**src/rtl/dmarf_pkg.sv**
```systemverilog
package dmarf_pkg;

    localparam int WORD_W = 32;
    localparam int ADDR_W = 12;

    // configuration-word bit positions used by the interrupt logic
    localparam int CFG_EN_BIT     = 0;
    localparam int CFG_ERRMSK_BIT = 14;
    localparam int CFG_TCMSK_BIT  = 15;

    // global word indices (byte offset / 4)
    localparam logic [5:0] GW_ANY      = 6'd0;
    localparam logic [5:0] GW_TC_MSK   = 6'd1;
    localparam logic [5:0] GW_TC_CLR   = 6'd2;
    localparam logic [5:0] GW_ERR_MSK  = 6'd3;
    localparam logic [5:0] GW_ERR_CLR  = 6'd4;
    localparam logic [5:0] GW_TC_RAW   = 6'd5;
    localparam logic [5:0] GW_ERR_RAW  = 6'd6;
    localparam logic [5:0] GW_EN_SUM   = 6'd7;
    localparam logic [5:0] GW_GCFG     = 6'd12;
    localparam logic [5:0] GW_SYNC     = 6'd13;

    typedef enum logic [2:0] {
        CW_SRC  = 3'd0,
        CW_DST  = 3'd1,
        CW_LINK = 3'd2,
        CW_CTRL = 3'd3,
        CW_CFG  = 3'd4
    } chan_word_e;

    typedef struct packed {
        logic [WORD_W-1:0] src;
        logic [WORD_W-1:0] dst;
        logic [WORD_W-1:0] link;
        logic [WORD_W-1:0] ctrl;
        logic [WORD_W-1:0] cfg;
    } chan_regs_t;

    typedef struct packed {
        logic [WORD_W-1:0] gcfg;
        logic [WORD_W-1:0] sync;
    } glob_regs_t;

    function automatic logic [7:0] id_byte(input logic [2:0] k, input int nch);
        case (k)
            3'd0:    return (nch == 8) ? 8'h80 : 8'h81;
            3'd1:    return 8'h10;
            3'd2:    return 8'h04;
            3'd3:    return 8'h0A;
            3'd4:    return 8'h0D;
            3'd5:    return 8'hF0;
            3'd6:    return 8'h05;
            default: return 8'hB1;
        endcase
    endfunction

endpackage

```
**src/rtl/dmarf_chan.sv**
```systemverilog
module dmarf_chan
    import dmarf_pkg::*;
(
    input  logic              clk,
    input  logic              rst_n,
    input  logic              wr_en,
    input  chan_word_e        wr_word,
    input  logic [WORD_W-1:0] wr_data,
    input  logic              chan_off,
    output chan_regs_t        regs_q
);

    chan_regs_t regs_d;

    always_comb begin
        regs_d = regs_q;
        if (wr_en) begin
            case (wr_word)
                CW_SRC:  regs_d.src  = wr_data;
                CW_DST:  regs_d.dst  = wr_data;
                CW_LINK: regs_d.link = wr_data;
                CW_CTRL: regs_d.ctrl = wr_data;
                CW_CFG:  regs_d.cfg  = wr_data;
                default: ;
            endcase
        end
        // engine completion beats a bus write in the same cycle
        if (chan_off) begin
            regs_d.cfg[CFG_EN_BIT] = 1'b0;
        end
    end

    always_ff @(posedge clk) begin
        if (!rst_n) begin
            regs_q <= '0;
        end else begin
            regs_q <= regs_d;
        end
    end

endmodule

```
**src/rtl/dmarf_irq.sv**
```systemverilog
module dmarf_irq #(
    parameter int NCH = 8
) (
    input  logic           clk,
    input  logic           rst_n,
    input  logic [NCH-1:0] tc_set,
    input  logic [NCH-1:0] err_set,
    input  logic           tc_clr_en,
    input  logic           err_clr_en,
    input  logic [NCH-1:0] clr_bits,
    input  logic [NCH-1:0] tc_mask,
    input  logic [NCH-1:0] err_mask,
    output logic [NCH-1:0] tc_raw,
    output logic [NCH-1:0] err_raw,
    output logic [NCH-1:0] tc_masked,
    output logic [NCH-1:0] err_masked,
    output logic           irq_tc,
    output logic           irq_err,
    output logic           irq_any
);

    typedef struct packed {
        logic [NCH-1:0] tc;
        logic [NCH-1:0] err;
    } stat_t;

    stat_t stat_d, stat_q;

    always_comb begin
        stat_d     = stat_q;
        stat_d.tc  = (stat_q.tc  & ~(tc_clr_en  ? clr_bits : '0)) | tc_set;
        stat_d.err = (stat_q.err & ~(err_clr_en ? clr_bits : '0)) | err_set;
    end

    always_ff @(posedge clk) begin
        if (!rst_n) begin
            stat_q <= '0;
        end else begin
            stat_q <= stat_d;
        end
    end

    assign tc_raw     = stat_q.tc;
    assign err_raw    = stat_q.err;
    assign tc_masked  = stat_q.tc  & tc_mask;
    assign err_masked = stat_q.err & err_mask;
    assign irq_tc     = |tc_masked;
    assign irq_err    = |err_masked;
    assign irq_any    = |(tc_masked | err_masked);

endmodule

```
**src/rtl/dmarf_regs.sv**
```systemverilog
module dmarf_regs
    import dmarf_pkg::*;
#(
    parameter int NCH = 8
) (
    input  logic                  clk,
    input  logic                  rst_n,
    input  logic                  psel,
    input  logic                  penable,
    input  logic                  pwrite,
    input  logic [ADDR_W-1:0]     paddr,
    input  logic [WORD_W-1:0]     pwdata,
    output logic [WORD_W-1:0]     prdata,
    input  logic [NCH-1:0]        eng_tc_set,
    input  logic [NCH-1:0]        eng_err_set,
    input  logic [NCH-1:0]        eng_chan_off,
    output logic                  ctrl_en,
    output logic [WORD_W-1:0]     sync_out,
    output logic [NCH*WORD_W-1:0] chan_src,
    output logic [NCH*WORD_W-1:0] chan_dst,
    output logic [NCH*WORD_W-1:0] chan_link,
    output logic [NCH*WORD_W-1:0] chan_ctrl,
    output logic [NCH*WORD_W-1:0] chan_cfg,
    output logic                  irq_err,
    output logic                  irq_tc,
    output logic                  irq_any
);

    localparam int SLOT_W = 3;   // slot index field paddr[7:5]

    // ---------------- decode ----------------
    logic              bus_wr;
    logic              in_chan, in_glob, in_id;
    logic [SLOT_W-1:0] ch_idx;
    chan_word_e        ch_word;
    logic [5:0]        g_word;
    logic [2:0]        id_idx;
    logic              addr_unused;

    assign bus_wr      = psel & penable & pwrite;
    assign in_chan     = (paddr[11:8] == 4'h1);
    assign in_glob     = (paddr[11:8] == 4'h0);
    assign in_id       = (paddr[11:5] == 7'h7F);
    assign ch_idx      = paddr[7:5];
    assign ch_word     = chan_word_e'(paddr[4:2]);
    assign g_word      = paddr[7:2];
    assign id_idx      = paddr[4:2];
    assign addr_unused = ^paddr[1:0];

    // ---------------- channels ----------------
    chan_regs_t     regs [NCH];
    logic [NCH-1:0] tc_mask, err_mask, en_sum;

    for (genvar g = 0; g < NCH; g++) begin : g_chan
        dmarf_chan u_chan (
            .clk      (clk),
            .rst_n    (rst_n),
            .wr_en    (bus_wr && in_chan && (ch_idx == SLOT_W'(g))),
            .wr_word  (ch_word),
            .wr_data  (pwdata),
            .chan_off (eng_chan_off[g]),
            .regs_q   (regs[g])
        );
        assign tc_mask[g]                   = regs[g].cfg[CFG_TCMSK_BIT];
        assign err_mask[g]                  = regs[g].cfg[CFG_ERRMSK_BIT];
        assign en_sum[g]                    = regs[g].cfg[CFG_EN_BIT];
        assign chan_src [g*WORD_W +: WORD_W] = regs[g].src;
        assign chan_dst [g*WORD_W +: WORD_W] = regs[g].dst;
        assign chan_link[g*WORD_W +: WORD_W] = regs[g].link;
        assign chan_ctrl[g*WORD_W +: WORD_W] = regs[g].ctrl;
        assign chan_cfg [g*WORD_W +: WORD_W] = regs[g].cfg;
    end

    // ---------------- status and interrupts ----------------
    logic [NCH-1:0] tc_raw, err_raw, tc_masked, err_masked;

    dmarf_irq #(.NCH(NCH)) u_irq (
        .clk        (clk),
        .rst_n      (rst_n),
        .tc_set     (eng_tc_set),
        .err_set    (eng_err_set),
        .tc_clr_en  (bus_wr && in_glob && (g_word == GW_TC_CLR)),
        .err_clr_en (bus_wr && in_glob && (g_word == GW_ERR_CLR)),
        .clr_bits   (pwdata[NCH-1:0]),
        .tc_mask    (tc_mask),
        .err_mask   (err_mask),
        .tc_raw     (tc_raw),
        .err_raw    (err_raw),
        .tc_masked  (tc_masked),
        .err_masked (err_masked),
        .irq_tc     (irq_tc),
        .irq_err    (irq_err),
        .irq_any    (irq_any)
    );

    // ---------------- global words ----------------
    glob_regs_t glob_d, glob_q;

    always_comb begin
        glob_d = glob_q;
        if (bus_wr && in_glob) begin
            if (g_word == GW_GCFG) glob_d.gcfg = pwdata;
            if (g_word == GW_SYNC) glob_d.sync = pwdata;
        end
    end

    always_ff @(posedge clk) begin
        if (!rst_n) begin
            glob_q <= '0;
        end else begin
            glob_q <= glob_d;
        end
    end

    assign ctrl_en  = glob_q.gcfg[0];
    assign sync_out = glob_q.sync;

    // ---------------- read mux ----------------
    function automatic logic [WORD_W-1:0] zext(input logic [NCH-1:0] v);
        logic [WORD_W-1:0] r;
        r = '0;
        r[NCH-1:0] = v;
        return r;
    endfunction

    always_comb begin
        prdata = '0;
        if (in_id) begin
            prdata = {24'h0, id_byte(id_idx, NCH)};
        end else if (in_chan) begin
            for (int n = 0; n < NCH; n++) begin
                if (ch_idx == SLOT_W'(n)) begin
                    case (ch_word)
                        CW_SRC:  prdata = regs[n].src;
                        CW_DST:  prdata = regs[n].dst;
                        CW_LINK: prdata = regs[n].link;
                        CW_CTRL: prdata = regs[n].ctrl;
                        CW_CFG:  prdata = regs[n].cfg;
                        default: prdata = '0;
                    endcase
                end
            end
        end else if (in_glob) begin
            case (g_word)
                GW_ANY:     prdata = zext(tc_masked | err_masked);
                GW_TC_MSK:  prdata = zext(tc_masked);
                GW_ERR_MSK: prdata = zext(err_masked);
                GW_TC_RAW:  prdata = zext(tc_raw);
                GW_ERR_RAW: prdata = zext(err_raw);
                GW_EN_SUM:  prdata = zext(en_sum);
                GW_GCFG:    prdata = glob_q.gcfg;
                GW_SYNC:    prdata = glob_q.sync;
                default:    prdata = {{(WORD_W-1){1'b0}}, addr_unused & 1'b0};
            endcase
        end
    end

endmodule

```
**config.mk**
```make
export PLATFORM = sky130hd
export DESIGN_NAME = dmarf_regs
export DESIGN_NICKNAME = d
export VERILOG_FILES = /design/src/rtl/dmarf_pkg.sv /design/src/rtl/dmarf_chan.sv /design/src/rtl/dmarf_irq.sv /design/src/rtl/dmarf_regs.sv
export SDC_FILE = /design/constraint.sdc
export NUM_CORES = 2
export LEC_CHECK = 0
export ABC_AREA = 1
export BUFFER_PORTS_ARGS = -buffer_cell sky130_fd_sc_hd__buf_2
export CORE_AREA = 2 2 557 559
export DETAILED_ROUTE_END_ITERATION = 7
export DIE_AREA = 0 0 559 561
export PLACE_DENSITY_LB_ADDON = 0.15
export RECOVER_POWER = 25
export SYNTH_ARGS = -nofsm -noshare
export SYNTH_HDL_FRONTEND = slang
export SYNTH_SLANG_ARGS = --single-unit
```
**constraint.sdc**
```tcl
create_clock -name clk -period 1.59 [get_ports clk]
set_clock_uncertainty 0.1 [all_clocks]
set_input_delay 0 -clock clk [delete_from_list [all_inputs] [get_ports clk]]
set_output_delay 0 -clock clk [all_outputs]
set_load 0.1 [all_outputs]
```
* Word-level counts from Yosys, hierarchy flattened *
Cells that the tools add are included.

operators by class
  eq/ne operators = 24
  multiplexer cells = 23
  bitwise gates (word level) = 12
  reduce and logical (&&, ||, !) cells = 69

operators with widths
  kind                                                  count
  case mux 32 bit (5 select lines)                      8
  2-to-1 mux 32 bit                                     11
  case mux 32 bit (8 select lines)                      1
  AND reduction 2 bit                                   42
  case mux 8 bit (7 select lines)                       1
  AND 8 bit                                             4
  equality test 6 x 3 -> 1 bit (second input constant)  4
  OR 8 bit                                              3
  OR reduction 8 bit                                    3
  equality test 3 bit (second input constant)           7
  2-to-1 mux 8 bit                                      2
  NOT 8 bit                                             2
  OR reduction 2 bit                                    8
  equality test 3 x 2 -> 1 bit (second input constant)  4
  equality test 6 x 2 -> 1 bit (second input constant)  2
  equality test 6 x 4 -> 1 bit (second input constant)  2
  logical AND 1 bit                                     12
  equality test 7 bit (second input constant)           1
  equality test 3 x 1 -> 1 bit (second input constant)  2
  equality test 6 x 1 -> 1 bit (second input constant)  1
  zero test 3 bit                                       2
  zero test 6 bit                                       1
  equality test 4 x 1 -> 1 bit (second input constant)  1
  zero test 4 bit                                       1
  2 further kinds                                       3

word-level totals
  register bits = 1360
  input port bits = 73
  logic and storage cells = 180

* Longest topological paths before layout *
  depth after elaboration = 12
  gate-level depth with buffers = 18
  depth with buffers taken out = 15

* Modules after synthesis *
Synthesis repeated with hierarchy kept, for this count alone.

second synthesis, totals
  cell total of the unflattened synthesis = 10467
  area total of the unflattened synthesis = 65879.4 um^2

by module, submodules not included
  module      instances  cells an instance  area each (um^2)
  dmarf_chan  8          920                6331.1
  dmarf_regs  1          2974               14418.8
  dmarf_irq   1          133                812.0

* Worst setup path after synthesis *
Ideal clock, no wire load.

  path type = reg2out
  start = register g_chan[4].u_chan.regs_q[101] (netlist name)
  end = output prdata[5]
  arrival = 2.325 ns
  required time = 1.490 ns
  path slack = -0.835 ns
  stages on the path, launching flop included = 11
  cell sequence = dfxtp_1 > inv_1 > o21ai_0 > nor2_1 > nor2_1 > nor2_1 > nand3_1 > nand2_1 > nand3_1 > nand2_1 > nand3_1

on the way
  word-level cells in the longest chain between the ends = 7

RTL lines
  what                              RTL line           source
  start, declared                   dmarf_chan.sv:10   output chan_regs_t regs_q
  start signal, assigned            dmarf_chan.sv:37   regs_q <= regs_d;
  case mux 32 bit (5 select lines)  dmarf_regs.sv:133  case (ch_word)
  2-to-1 mux 32 bit (4 in series)   dmarf_regs.sv:132  if (ch_idx == SLOT_W'(n)) begin
  2-to-1 mux 32 bit                 dmarf_regs.sv:130  end else if (in_chan) begin
  2-to-1 mux 32 bit                 dmarf_regs.sv:128  if (in_id) begin
  end, declared                     dmarf_regs.sv:13   output logic [WORD_W-1:0] prdata,

Every way passes these cells.

* Worst setup path after layout *
  start = register g_chan[2].u_chan.regs_q[52] (netlist name)
  end = output prdata[20]

on the way
  word-level cells in the longest chain between the ends = 9

RTL lines
  what                              RTL line
  start, declared                   dmarf_chan.sv:10
  start signal, assigned            dmarf_chan.sv:37
  case mux 32 bit (5 select lines)  dmarf_regs.sv:133
  2-to-1 mux 32 bit (6 in series)   dmarf_regs.sv:132
  2-to-1 mux 32 bit                 dmarf_regs.sv:130
  2-to-1 mux 32 bit                 dmarf_regs.sv:128

Every way passes these cells.

==> impl_metrics.json <==
{
  "slew_viol_final": 0,
  "synth.most_common_cell": "dfxtp_1",
  "crit_path_top_delay_cell": "dfxtp_4",
  "fin_cells": 15087,
  "fin_util": 0.3723,
  "met2_usage": 0.5269,
  "die_area_um2": 313600,
  "p_comb_frac": 0.087,
  "yosysUniqueCellTypes": 40,
  "fin_crit_ns": 3.109,
  "grt_pass1_wl_um": 671200,
  "pre_cts_ws_ns": -2.125,
  "cts.sinks": 1360,
  "synthFlopType": "dfxtp_1",
  "grt_max_degree": 73,
  "syn2layout_area_growth_pct": 101.3,
  "hpwl_um": 412400,
  "finalPower_uw": 83210,
  "start_util": 0.1849,
  "relSlewSlack": 0.4372,
  "netSwitchingFraction": 0.2758,
  "max-cap-violations": 0,
  "grt.busiest_layer": "met2",
  "cpMostUsedCell": "nand2_2",
  "drt_iter0_drc": 6762,
  "track_usage": 0.3154,
  "path_clk_slew_ns": 0.06,
  "clock_path_buffers": 4,
  "synth_edf_count": 0,
  "design.core.area_um2": 307600,
  "synth-seq-cells": 1360,
  "power_leakage_uw": 0.04802,
  "violations": "negative setup slack",
  "end_kind": "output pin",
  "clkPwrFrac": 0.505,
  "worst_pin_slew_ns": 0.8433,
  "dr.pass1.iters": 6,
  "cp-start-kind": "register",
  "synth_top_area_frac": 0.4787,
  "routabilityCongestion": 0.9393,
  "first_global_vias": 71233,
  "p_int_uw": 60260,
  "final_cell_area_um2": 114500,
  "drc": 0,
  "status": "finished, violations left",
  "synth_cells": 7673,
  "syn_avg_cell_area_um2": 7.412,
  "grt-ovfl-total": 0,
  "async_reset_ff_frac": 0,
  "rsz0062_at_grt": "yes",
  "via_per_inst": 4.858,
  "ir_drop_mv": 0.7988,
  "max_freq_mhz": 321.6,
  "wl_per_cell_um": 34.41,
  "grt_util_met1": 0.3579,
  "post-place-cells": 14615,
  "postRouteAntennaNets": 0,
  "met3_usage": 0.06637,
  "antenna_found_initial": 46,
  "hp-class": "primary input to register",
  "crit_required_ns": 1.49,
  "final.period_utilization": 1.956,
  "netlist_area_um2": 56870,
  "setup_viol": 2483,
  "drive_gt1_frac": 0.5336,
  "crit_path_cell_trace": "nand4_1 > nand3_1 > nor2_2 > nor2_4 > nor2_4 > nand2_4 > nand2_2 > nand2_2 > nand2_4 > nand4_1 > nand2_2 > clkinvlp_4 > buf_12",
  "yosysWarnings": 0,
  "ys_top_cells_by_area": "dfxtp_1, a21oi_1, o21ai_0",
  "path_max_fanout": 2,
  "vias": 73300,
  "seqPwrFrac": 0.407,
  "hold_violations": 0,
  "fin_ws_ns": -1.519,
  "nNetsFinal": 10891,
  "path_buf_inv": 2,
  "io_buffers": 1418,
  "cpLargestDelayFamily": "simple AND/OR/NAND/NOR gates",
  "clkLatencyLatePin_ns": 0.88,
  "io_pins": 1421,
  "yosys.area.top_type": "dfxtp_1",
  "ctsHtreeMaxLevel": 4,
  "numCtsBuffers": 180,
  "power_density_nw_per_um2": 726.7,
  "p_sw_uw": 22950,
  "cp.arrival_ns": 3.01,
  "ys_top_cells_by_count": "dfxtp_1, nand2_1, a21oi_1, o21ai_0, clkbuf_1",
  "ys_seq_area_frac": 0.4787,
  "synth_nets": 7746,
  "slowest_delay_ns": 0.36,
  "place_area_um2": 88080,
  "chipHeight_um": 561,
  "die_x_um": 559,
  "path_class": "register to output pin",
  "rows": 204,
  "drt-total-wl_um": 519200,
  "cts_tree": "yes",
  "cts_root_buf": "clkbuf_16"
}
path summary, 6_finish.rpt:
check	startpoint	cells past startpoint	slack, ns	to
worst max-delay path	g_chan[2].u_chan.regs_q[52]$_SDFFE_PN0P_	13	-1.52	prdata[20]
worst min-delay path	paddr[5]	9	0.04	g_chan[0].u_chan.regs_q[0]$_SDFFE_PP0P_
worst max register to register	g_chan[4].u_chan.regs_q[28]$_SDFFE_PN0P_	9	0.11	g_chan[4].u_chan.regs_q[28]$_SDFFE_PN0P_
worst min register to register	g_chan[4].u_chan.regs_q[4]$_SDFFE_PN0P_	2	0.37	g_chan[4].u_chan.regs_q[4]$_SDFFE_PN0P_
logic make-up (layout without fill, tap and decap cells):
group           count (synthesis)  count (layout)  share of synthesized area
other cells                     0              12                          0
compound gates               2872            2872                     0.2688
simple gates                 2344            2344                     0.1731
flops                        1360            1360                     0.4787
buf+inv                      1097            4379                    0.07934
state kept, by name (all words and copies together), names as in the netlist:
register,flops
g_chan.u_chan.regs_q,1280
u_irq.err_raw,8
ctrl_en,1
glob_q,31
sync_out,32
u_irq.tc_raw,8
stage by stage:
step           hold slack (ns)  setup TNS (ns)
6_report               0.03875         -384.45
5_1_grt                0.03138         -528.46
4_1_cts               -0.01233         -383.25
3_5_place_dp           0.07449        -1079.97
3_3_place_gp           0.07618        -1056.57
2_1_floorplan         -0.01784          -9.047
power by group through the flow:
stage,Combinational [uW],Clock [uW],Sequential (uW)
finish,7260,42100,33900
global route,7350,43900,33900
CTS,7130,42700,34000
detailed placement,6550,0,34900
global placement,6560,0,34900
floorplan,2040,0,34900
tightest hold or removal path: cells and delay by family:
family,cells,cell delay (ns)
simple gates,4,0.31
compound gates,1,0.06
buf+inv,4,0.59
final cells by class:
| cell class | count | area (um^2) |
|---|---|---|
| Sequential cell | 1360 | 29140 |
| Inverter | 329 | 1353 |
| Tap cell | 4120 | 5155 |
| Clock inverter | 48 | 656.9 |
| Multi-Input combinational cell | 5216 | 28610 |
| Antenna cell | 12 | 30.03 |
| Clock buffer | 271 | 5219 |
| Fill cell | 31334 | 193100 |
| Timing Repair Buffer | 3731 | 44340 |
cell usage in the layout, fill, tap and decap left out, types with 203 or more instances in the layout:
cell / n
buf_12: 1106
buf_2: 436
a21oi_1: 1287
inv_1: 203
buf_4: 1208
nand2_1: 1103
nand3_1: 282
buf_6: 845
nor2_1: 337
dfxtp_2: 1115
o21ai_0: 1111
routing by layer:
layer | wire (um) | vias to the layer above
met5 | 54 | -
met4 | 46160 | 8
met3 | 37450 | 912
met2 | 241700 | 3472
met1 | 193800 | 36236
li1 | - | 32672
what timing repair did:
item                                    4_1_cts  5_1_grt
endpoints found under the hold margin      1358        0
resized for setup                          2617     3196
hold buffers                                109        0
cloned                                        0        1
endpoints found under the setup margin     1415     1839
pin swaps                                   225      268
setup buffers                                64       84
Power figures use the tool's default switching activity.
